===== config.mk =====
export PLATFORM = sky130hd
export DESIGN_NAME = dram_refresh_sched
export DESIGN_NICKNAME = d
export VERILOG_FILES = /design/src/rtl/dram_refresh_pkg.sv /design/src/rtl/refresh_tick_timer.sv /design/src/rtl/cbr_sequencer.sv /design/src/rtl/dram_refresh_sched.sv
export SDC_FILE = /design/constraint.sdc
export NUM_CORES = 1
export LEC_CHECK = 0
export ABC_AREA = 0
export BUFFER_PORTS_ARGS = -buffer_cell sky130_fd_sc_hd__buf_2
export CAP_MARGIN = 20
export CELL_PAD_IN_SITES_DETAIL_PLACEMENT = 0
export CELL_PAD_IN_SITES_GLOBAL_PLACEMENT = 1
export CORE_MARGIN = 1.5
export CORE_UTILIZATION = 40
export CTS_CLUSTER_DIAMETER = 80
export CTS_CLUSTER_SIZE = 24
export DETAILED_ROUTE_END_ITERATION = 16
export MAX_ROUTING_LAYER = met4
export PLACE_DENSITY_LB_ADDON = 0.1
export SYNTH_ARGS = -nofsm -noshare
export SYNTH_HDL_FRONTEND = slang
export SYNTH_SLANG_ARGS = --single-unit

===== constraint.sdc =====
create_clock -name clk -period 6.14 [get_ports clk]
set_input_delay 0.921 -clock clk [delete_from_list [all_inputs] [get_ports clk]]
set_output_delay 0.921 -clock clk [all_outputs]
set_load 0.005 [all_outputs]

===== src/rtl/dram_refresh_pkg.sv =====
package dram_refresh_pkg;

    typedef enum logic [2:0] {
        ST_INIT,
        ST_IDLE,
        ST_REQ,
        ST_CSR,
        ST_RAS,
        ST_SELF,
        ST_PRE
    } seq_state_t;

    typedef enum logic [1:0] {
        PH_PLAIN,
        PH_BEFORE,
        PH_ENTER,
        PH_AFTER
    } seq_phase_t;

endpackage


===== src/rtl/refresh_tick_timer.sv =====
module refresh_tick_timer #(
    parameter int INTERVAL    = 1562,
    parameter int MAX_PENDING = 4,
    parameter int PW          = 3
) (
    input  logic          clk,
    input  logic          rst_n,
    input  logic          run,
    input  logic          take,
    output logic [PW-1:0] pending,
    output logic          overflow
);
    localparam int TW = (INTERVAL > 2) ? $clog2(INTERVAL) : 1;
    localparam logic [TW-1:0] RELOAD   = TW'(INTERVAL - 1);
    localparam logic [PW-1:0] PEND_SAT = PW'(MAX_PENDING + 1);
    localparam logic [PW-1:0] PEND_LIM = PW'(MAX_PENDING);

    typedef struct packed {
        logic [TW-1:0] tmr;
        logic [PW-1:0] pend;
        logic          ovf;
    } tick_t;

    tick_t s_d, s_q;
    logic  due;

    always_comb begin
        s_d = s_q;
        due = 1'b0;
        // reload on expiry so the average rate does not drift with grant latency
        if (!run) begin
            s_d.tmr = RELOAD;
        end else if (s_q.tmr == '0) begin
            s_d.tmr = RELOAD;
            due     = 1'b1;
        end else begin
            s_d.tmr = s_q.tmr - 1'b1;
        end
        unique case ({due, take && (s_q.pend != '0)})
            2'b10:   if (s_q.pend != PEND_SAT) s_d.pend = s_q.pend + 1'b1;
            2'b01:   s_d.pend = s_q.pend - 1'b1;
            default: s_d.pend = s_q.pend;
        endcase
        if (s_d.pend > PEND_LIM) s_d.ovf = 1'b1;
    end

    always_ff @(posedge clk) begin
        if (!rst_n) begin
            s_q.tmr  <= RELOAD;
            s_q.pend <= '0;
            s_q.ovf  <= 1'b0;
        end else begin
            s_q <= s_d;
        end
    end

    assign pending  = s_q.pend;
    assign overflow = s_q.ovf;

endmodule


===== src/rtl/cbr_sequencer.sv =====
module cbr_sequencer
    import dram_refresh_pkg::*;
#(
    parameter int INIT_CYCLES    = 20000,
    parameter int WAKE_REFRESHES = 8,
    parameter int T_CSR          = 1,
    parameter int T_RAS          = 5,
    parameter int T_RP           = 4,
    parameter int T_RPS          = 11,
    parameter int SELF_LONG      = 10000
) (
    input  logic clk,
    input  logic rst_n,
    input  logic self_req,
    input  logic bus_gnt,
    input  logic pend_nz,
    output logic take,
    output logic ready,
    output logic in_self,
    output logic bus_req,
    output logic ras_n,
    output logic cas_n
);
    localparam int CNT_MAX = INIT_CYCLES + T_CSR + T_RAS + T_RP + T_RPS;
    localparam int CW      = $clog2(CNT_MAX + 1);
    localparam int HW      = (SELF_LONG > 2) ? $clog2(SELF_LONG) : 1;
    localparam int WW      = $clog2(WAKE_REFRESHES + 1);

    localparam logic [CW-1:0] INIT_LD = CW'(INIT_CYCLES - 1);
    localparam logic [CW-1:0] CSR_LD  = CW'(T_CSR - 1);
    localparam logic [CW-1:0] RAS_LD  = CW'(T_RAS - 1);
    localparam logic [CW-1:0] RP_LD   = CW'(T_RP - 1);
    localparam logic [CW-1:0] RPS_LD  = CW'(T_RPS - 1);
    localparam logic [HW-1:0] HOLD_TOP = HW'(SELF_LONG - 1);
    localparam logic [WW-1:0] WAKE_LD = WW'(WAKE_REFRESHES);

    typedef struct packed {
        seq_state_t    state;
        seq_phase_t    phase;
        logic [CW-1:0] cnt;
        logic [HW-1:0] hold;
        logic [WW-1:0] wake;
        logic          ready;
    } seq_t;

    seq_t s_d, s_q;

    always_comb begin
        s_d  = s_q;
        take = 1'b0;
        unique case (s_q.state)
            ST_INIT: begin
                if (s_q.cnt == '0) begin
                    s_d.state = ST_REQ;
                    s_d.phase = PH_PLAIN;
                end else begin
                    s_d.cnt = s_q.cnt - 1'b1;
                end
            end
            ST_IDLE: begin
                if (s_q.wake != '0) begin
                    s_d.state = ST_REQ;
                    s_d.phase = PH_PLAIN;
                end else if (self_req) begin
                    s_d.state = ST_REQ;
                    s_d.phase = PH_BEFORE;
                end else if (pend_nz) begin
                    s_d.state = ST_REQ;
                    s_d.phase = PH_PLAIN;
                end
            end
            ST_REQ: begin
                if (bus_gnt) begin
                    s_d.state = ST_CSR;
                    s_d.cnt   = CSR_LD;
                    take      = s_q.ready && pend_nz;
                end
            end
            ST_CSR: begin
                if (s_q.cnt != '0) begin
                    s_d.cnt = s_q.cnt - 1'b1;
                end else if (s_q.phase == PH_ENTER) begin
                    s_d.state = ST_SELF;
                    s_d.hold  = '0;
                end else begin
                    s_d.state = ST_RAS;
                    s_d.cnt   = RAS_LD;
                end
            end
            ST_RAS: begin
                if (s_q.cnt != '0) begin
                    s_d.cnt = s_q.cnt - 1'b1;
                end else begin
                    s_d.state = ST_PRE;
                    s_d.cnt   = RP_LD;
                end
            end
            ST_SELF: begin
                if (s_q.hold != HOLD_TOP) s_d.hold = s_q.hold + 1'b1;
                if (!self_req) begin
                    s_d.state = ST_PRE;
                    s_d.cnt   = (s_q.hold == HOLD_TOP) ? RPS_LD : RP_LD;
                end
            end
            ST_PRE: begin
                if (s_q.cnt != '0) begin
                    s_d.cnt = s_q.cnt - 1'b1;
                end else begin
                    unique case (s_q.phase)
                        PH_BEFORE: begin
                            s_d.state = ST_CSR;
                            s_d.phase = PH_ENTER;
                            s_d.cnt   = CSR_LD;
                        end
                        PH_ENTER: begin
                            s_d.state = ST_CSR;
                            s_d.phase = PH_AFTER;
                            s_d.cnt   = CSR_LD;
                        end
                        default: begin
                            s_d.state = ST_IDLE;
                            s_d.phase = PH_PLAIN;
                            if (s_q.wake != '0) begin
                                s_d.wake = s_q.wake - 1'b1;
                                if (s_q.wake == WW'(1)) s_d.ready = 1'b1;
                            end
                        end
                    endcase
                end
            end
            default: s_d.state = ST_IDLE;
        endcase
    end

    always_ff @(posedge clk) begin
        if (!rst_n) begin
            s_q.state <= ST_INIT;
            s_q.phase <= PH_PLAIN;
            s_q.cnt   <= INIT_LD;
            s_q.hold  <= '0;
            s_q.wake  <= WAKE_LD;
            s_q.ready <= 1'b0;
        end else begin
            s_q <= s_d;
        end
    end

    assign ready   = s_q.ready;
    assign in_self = (s_q.state == ST_SELF);
    assign ras_n   = !((s_q.state == ST_RAS) || (s_q.state == ST_SELF));
    assign cas_n   = !((s_q.state == ST_CSR) || (s_q.state == ST_RAS) ||
                       (s_q.state == ST_SELF));
    assign bus_req = (s_q.state != ST_INIT) && (s_q.state != ST_IDLE);

endmodule


===== src/rtl/dram_refresh_sched.sv =====
module dram_refresh_sched #(
    parameter int INIT_CYCLES    = 20000,
    parameter int WAKE_REFRESHES = 8,
    parameter int ROWS           = 4096,
    parameter int PERIOD_CYCLES  = 6400000,
    parameter int T_CSR          = 1,
    parameter int T_RAS          = 5,
    parameter int T_RP           = 4,
    parameter int T_RPS          = 11,
    parameter int SELF_LONG      = 10000,
    parameter int MAX_PENDING    = 4,
    parameter int PW             = $clog2(MAX_PENDING + 2)
) (
    input  logic          clk,
    input  logic          rst_n,
    input  logic          self_req,
    input  logic          bus_gnt,
    output logic          bus_req,
    output logic          ras_n,
    output logic          cas_n,
    output logic          we_n,
    output logic          ready,
    output logic          in_self,
    output logic [PW-1:0] pending,
    output logic          overflow
);
    localparam int INTERVAL = PERIOD_CYCLES / ROWS;

    logic take;
    logic run;

    assign run  = ready && !in_self;
    assign we_n = 1'b1;

    refresh_tick_timer #(
        .INTERVAL   (INTERVAL),
        .MAX_PENDING(MAX_PENDING),
        .PW         (PW)
    ) u_timer (
        .clk     (clk),
        .rst_n   (rst_n),
        .run     (run),
        .take    (take),
        .pending (pending),
        .overflow(overflow)
    );

    cbr_sequencer #(
        .INIT_CYCLES   (INIT_CYCLES),
        .WAKE_REFRESHES(WAKE_REFRESHES),
        .T_CSR         (T_CSR),
        .T_RAS         (T_RAS),
        .T_RP          (T_RP),
        .T_RPS         (T_RPS),
        .SELF_LONG     (SELF_LONG)
    ) u_seq (
        .clk     (clk),
        .rst_n   (rst_n),
        .self_req(self_req),
        .bus_gnt (bus_gnt),
        .pend_nz (pending != '0),
        .take    (take),
        .ready   (ready),
        .in_self (in_self),
        .bus_req (bus_req),
        .ras_n   (ras_n),
        .cas_n   (cas_n)
    );

endmodule


# After elaboration in Yosys (flattened, before gate mapping)
# Cells that the tools add are included.
[totals]
output_inout_bits = 10
reg_bits = 54
wordCells = 108
in_bits = 4
[classes]
n_lt_le_gt_ge = 1
add_sub_neg = 6
eq_ne = 27
bitwise_logic = 4
mux = 33
reduce_logical = 28
[op_table]
columns = ["op", "count"]
rows = [
  ["$mux W15", 8],
  ["$pmux W15 S6", 1],
  ["$mux W14", 3],
  ["$pmux W14 S2", 1],
  ["$mux W5", 5],
  ["$pmux W3 S7", 1],
  ["$logic_not A15 Y1", 1],
  ["$mux W3", 5],
  ["$reduce_bool A15 Y1", 1],
  ["$sub A15 B1 Y15 const B", 1],
  ["$add A14 B1 Y14 const B", 1],
  ["$eq A14 B14 Y1 const B", 1],
  ["$ne A14 B14 Y1 const B", 1],
  ["$ne A2 B2 Y1 const B", 6],
  ["$reduce_and A4 Y1", 3],
  ["$logic_not A11 Y1", 1],
  ["$sub A11 B1 Y11 const B", 1],
  ["$eq A3 B3 Y1 const B", 3],
  ["$reduce_bool A3 Y1", 3],
  ["$pmux W4 S2", 1],
  ["$reduce_and A7 Y1", 1],
  ["$eq A3 B2 Y1 const B", 2],
  ["$ne A2 B1 Y1 const B", 3],
  ["$ne A3 B2 Y1 const B", 2],
  ["27 further kinds", 43],
]

# Depth between registers and ports, before layout
[depth]
word_depth = 8
mapped_depth = 12
ltp_nobuf = 11

# Modules after synthesis
# From an unflattened synthesis, not the netlist that was laid out.
[unflattened]
hier_cells = 416
hier_area_um2 = 3457.1
[by_module_without_submodules]
columns = ["mod", "instances", "area_each_um2", "cells_each", "seq_area_each_um2"]
rows = [
  ["cbr_sequencer", 1, 2601.2, 324, 780.7],
  ["refresh_tick_timer", 1, 832.0, 88, 300.3],
  ["dram_refresh_sched", 1, 23.8, 4, 0.0],
]

# Least setup slack after synthesis
# OpenSTA, ideal clock, no wires.
[synth_path]
path_kind = "flip-flop to flip-flop"
startpoint = "register u_timer.s_q[8] (netlist bit)"
endpoint = "register u_timer.s_q (netlist bit u_timer.overflow)"
setup_slack_ns = 3.704
period_less_slack_ns = 2.436
setup_time_ns = 0.132
t_arrival_ns = 2.304
stages_incl_launch_ff = 11
required_ns = 6.008
n_path_buf = 0
cell_sequence = "dfxtp_1 > nor4_1 > nand4b_1 > or2_2 > ha_1 > inv_1 > nand3_1 > o21ai_0 > a221o_1 > o21ai_0 > a21oi_1"
[synth_via]
elab_chain_cells = 6
word_cells_on_any_way = 7
cone_classes = "order compare (1); eq/ne (2); mux (3); reduce/logical (1)"
[synth_rtl]
columns = ["item", "line", "source"]
rows = [
  ["from (decl)", "refresh_tick_timer.sv:24", "tick_t s_d, s_q;"],
  ["$logic_not A11 Y1 (*)", "refresh_tick_timer.sv:33", "end else if (s_q.tmr == '0) begin"],
  ["$mux W1 (*)", "refresh_tick_timer.sv:33", ""],
  ["$mux W1 (*)", "refresh_tick_timer.sv:31", "if (!run) begin"],
  ["$eq A2 B1 Y1 / $eq A2 B2 Y1 (equally long branches)", "refresh_tick_timer.sv:39", "unique case ({due, take && (s_q.pend != '0)})"],
  ["$pmux W3 S2 (*)", "refresh_tick_timer.sv:39", ""],
  ["$gt A3 B3 Y1 (*)", "refresh_tick_timer.sv:44", "if (s_d.pend > PEND_LIM) s_d.ovf = 1'b1;"],
]
# Every way passes the cells marked *; elsewhere a longest branch is shown, timed or not.
# A chain may end at the register's enable or synchronous reset.

# Final worst setup path
# Same ends and word-level chain as after synthesis.

==> impl_metrics.json <==
{
  "crit_type": "flip-flop to flip-flop",
  "maxCapViolations": 0,
  "clk-insertion-delay-late_ns": 0.32,
  "wirelength_um": 6840,
  "drv_slew": 0,
  "register_area_mm2": 0.00108,
  "synthFlopType": "dfxtp_1",
  "worst_r2r_path_depth": 10,
  "grt_pass1_vias": 2458,
  "ant_nets": 0,
  "hold_viol": 0,
  "grt_max_degree": 20,
  "yosys.area_share.xor_xnor": 0.0646,
  "finalWeightedCongestion": 0.778,
  "hold_class": "flip-flop to flip-flop",
  "critPathMaxStageDelay_ns": 0.58,
  "synthesis.area_mm2": 0.00312,
  "cts_buffers": 5,
  "core_area_mm2": 0.00765,
  "ios": 14,
  "routed.top_layer": "met4",
  "avgSynthCellArea_um2": 8.06,
  "hold_buffers": 0,
  "n_antenna_cell": 0,
  "fin_crit_sh": 0.456,
  "start_util": 0.408,
  "fillers": 785,
  "wl_met1_um": 3420,
  "ys_ff_latch": 54,
  "regToRegSetupSlack_ns": 3.34,
  "syn_nets": 406,
  "power.internal_uw": 539,
  "post-route-min-period_ns": 2.80,
  "final_cell_area_mm2": 0.00332,
  "ctsResizeCount": 0,
  "cts-root-buf": "clkbuf_8",
  "grt_remaining_overflow": 0,
  "htreeDepth": 2,
  "nNetsFinal": 407,
  "r2r-start": "u_timer.s_q[8]",
  "route.met2.wl_um": 3170,
  "cts.sinks": 54,
  "grt_pass1_wl_um": 11800,
  "synthAdderAreaFrac": 0.0601,
  "gr-usage-all-layers": 0.180,
  "synth_top_family_by_area": "simple AND/OR/NAND/NOR gates",
  "worstMarginPinSlew_ns": 0.862,
  "endpoint_kind": "flip-flop",
  "cp_cell_sequence": "nor4_1 -> nand4b_1 -> or2_2 -> ha_1 -> inv_1 -> nand3_1 -> o21ai_0 -> a221o_1 -> o21ai_0 -> a21oi_1",
  "syn_inst": 387,
  "max-slew-margin-rel": 0.423,
  "io_buffers": 12,
  "dieArea_mm2": 0.00834,
  "die_h_um": 91.3,
  "cp_data_arrival_time_ns": 2.98,
  "rsz0062_at_grt": "false",
  "tritoncts": "done",
  "cp_slowest_cell": "nor4_1",
  "worstHoldPathCells": 1,
  "min-delay-start": "u_timer.s_q[4]",
  "switchingPower_uw": 290,
  "yosysUniqueCellTypes": 57,
  "dp_cells": 483,
  "fin_worst_skew_ns": 0.0120,
  "setup_viol": 0,
  "switching_share": 0.350,
  "multi_input_area_mm2": 0.00186,
  "ctsLongestPathBuffers": 2,
  "synthMuxAreaShare": 0.00361,
  "worstPathRequired_ns": 6.32,
  "layout-drive-gt1-share": 0.100,
  "cp_common_cell": "o21ai_0",
  "comb_power_share": 0.230,
  "pwr-share-seq": 0.506,
  "clk_pin_slew_ns": 0.11,
  "post-cts-setup-buffers": 0,
  "p_leak_nw": 1.22,
  "route.detailed.drc": 0,
  "status": "complete, no violations",
  "peakVddDrop_uv": 106,
  "drtPass1Iterations": 4,
  "ys_warn_count": 0,
  "via_per_inst": 5.34,
  "die_x_um": 91.3,
  "holdPathEnd": "u_timer.s_q[4]",
  "area_growth_pct": 6.30,
  "crit_buf_inv": 1,
  "hpwl_um": 4900,
  "cp_top_family": "simple AND/OR/NAND/NOR gates",
  "reg2reg_to": "u_timer.overflow",
  "critPathMaxFanout": 6,
  "finalSetupTns_ns": 0,
  "p_per_area_mw_per_mm2": 250,
  "async_flop_share": 0,
  "met3_length_um": 164,
  "synth_compound_area_frac": 0.191,
  "synth-edff-count": 0,
  "startpoint_type": "flip-flop",
  "rows": 32,
  "yosysSeqAreaShare": 0.346,
  "drtIter0Drc": 118,
  "vias": 2623,
  "antenna_found_initial": 0,
  "drt-wirelength-per-cell_um": 13.9,
  "layoutNonFillerInstCount": 491,
  "p_clk_frac": 0.264,
  "synth-simple-area-share": 0.275,
  "fmax_mhz": 357,
  "placed_area_mm2": 0.00322
}
-- per-layer routing --
| layer | up-vias | track usage |
|---|---|---|
| met5 | - | - |
| met4 | 0 | 0.0547 |
| met3 | 9 | 0.0327 |
| met2 | 31 | 0.287 |
| met1 | 1217 | 0.230 |
| li1 | 1366 | - |
-- layout by cell type (no fill, tap or decap), types with 5 or more instances in the layout --
master and n:
o21ai_0 28, and4_1 5, ha_1 15, o211ai_1 5
xor2_1 15, nand3_1 9, buf_2 12, xnor2_1 8
nand2_1 29, and2_1 8, nor3_1 13, a21oi_1 28
nor2_1 49, nor4_1 9, inv_1 22, dfxtp_1 54
clkbuf_8 5, and3_1 5
-- cells by family (layout without fill, tap and decap cells) --
| family | count (synthesis) | count (layout) |
|---|---|---|
| compound gates | 92 | 92 |
| xor+xnor | 23 | 23 |
| fa+ha+maj | 15 | 15 |
| buf+inv | 42 | 44 |
| flops | 54 | 54 |
| mux | 1 | 1 |
| other cells | 1 | 1 |
| simple gates | 159 | 159 |
-- power groups by stage --
stage	Combinational, mW	Clock (mW)	Sequential [mW]
2_1_floorplan	0.165	0	0.413
3_3_place_gp	0.195	0	0.428
3_5_place_dp	0.192	0	0.428
4_1_cts	0.193	0.230	0.420
5_1_grt	0.221	0.241	0.425
6_report	0.191	0.219	0.420
-- area by class of cell --
class | instances | area share
clock buffers | 5 | 0.0207
clock inverters | 3 | 0.00792
inverters | 23 | 0.0260
multi-input cells | 291 | 0.561
flip-flops and latches | 54 | 0.326
well taps | 102 | 0.0385
repair buffers | 13 | 0.0204
-- per-stage QoR --
stage / setup WS (ns) / hold WS [ns] / total power [mW] / utilization
final: 3.34 / 0.429 / 0.830 / 0.434
after global routing: 3.07 / 0.455 / 0.887 / 0.434
after CTS: 3.34 / 0.438 / 0.843 / 0.434
after detailed placement: 3.38 / 0.409 / 0.620 / 0.421
after global placement: 3.44 / 0.404 / 0.624 / 0.421
after floorplan: 3.70 / 0.384 / 0.578 / -
-- cells in the mapped netlist (all sizes together) (3+ instances only) --
| master | count | area [µm²] |
|---|---|---|
| o21ai | 29 | 145 |
| a21oi | 28 | 140 |
| and2 | 8 | 50.1 |
| clkbuf | 11 | 41.3 |
| nand3 | 9 | 45.0 |
| xnor2 | 8 | 70.1 |
| xor2 | 15 | 131 |
| nor4 | 11 | 98.8 |
| and4 | 5 | 43.8 |
| nor3 | 13 | 65.1 |
| nand3b | 4 | 30.0 |
| o211ai | 5 | 37.5 |
| or3 | 3 | 18.8 |
| a31oi | 4 | 25.0 |
| o31ai | 3 | 22.5 |
| and3 | 5 | 31.3 |
| nand2 | 29 | 109 |
| nand4 | 5 | 37.5 |
| buf | 8 | 52.6 |
| dfxtp | 54 | 1080 |
| o311ai | 4 | 42.6 |
| ha | 15 | 188 |
| inv | 23 | 86.3 |
| nor2 | 51 | 196 |
| nor2b | 3 | 18.8 |
-- registers in the layout, indices dropped and copies added (netlist names) --
name              count
u_timer.s_q          11
u_seq.ready           1
u_seq.s_q            38
u_timer.pending       3
u_timer.overflow      1
-- worst max path at each step --
stage                               from                to  slack (ns)  depth (start not counted)
after floorplan           u_timer.s_q[8]  u_timer.overflow        3.70                         10
after global placement     u_seq.s_q[19]     u_seq.s_q[19]        3.44                          8
after detailed placement  u_timer.s_q[8]  u_timer.overflow        3.38                         10
after CTS                 u_timer.s_q[8]  u_timer.overflow        3.34                         10
after global routing      u_timer.s_q[8]  u_timer.overflow        3.07                         10
final                     u_timer.s_q[8]  u_timer.overflow        3.34                         10
Note: power is estimated with default switching activity, not from simulation.
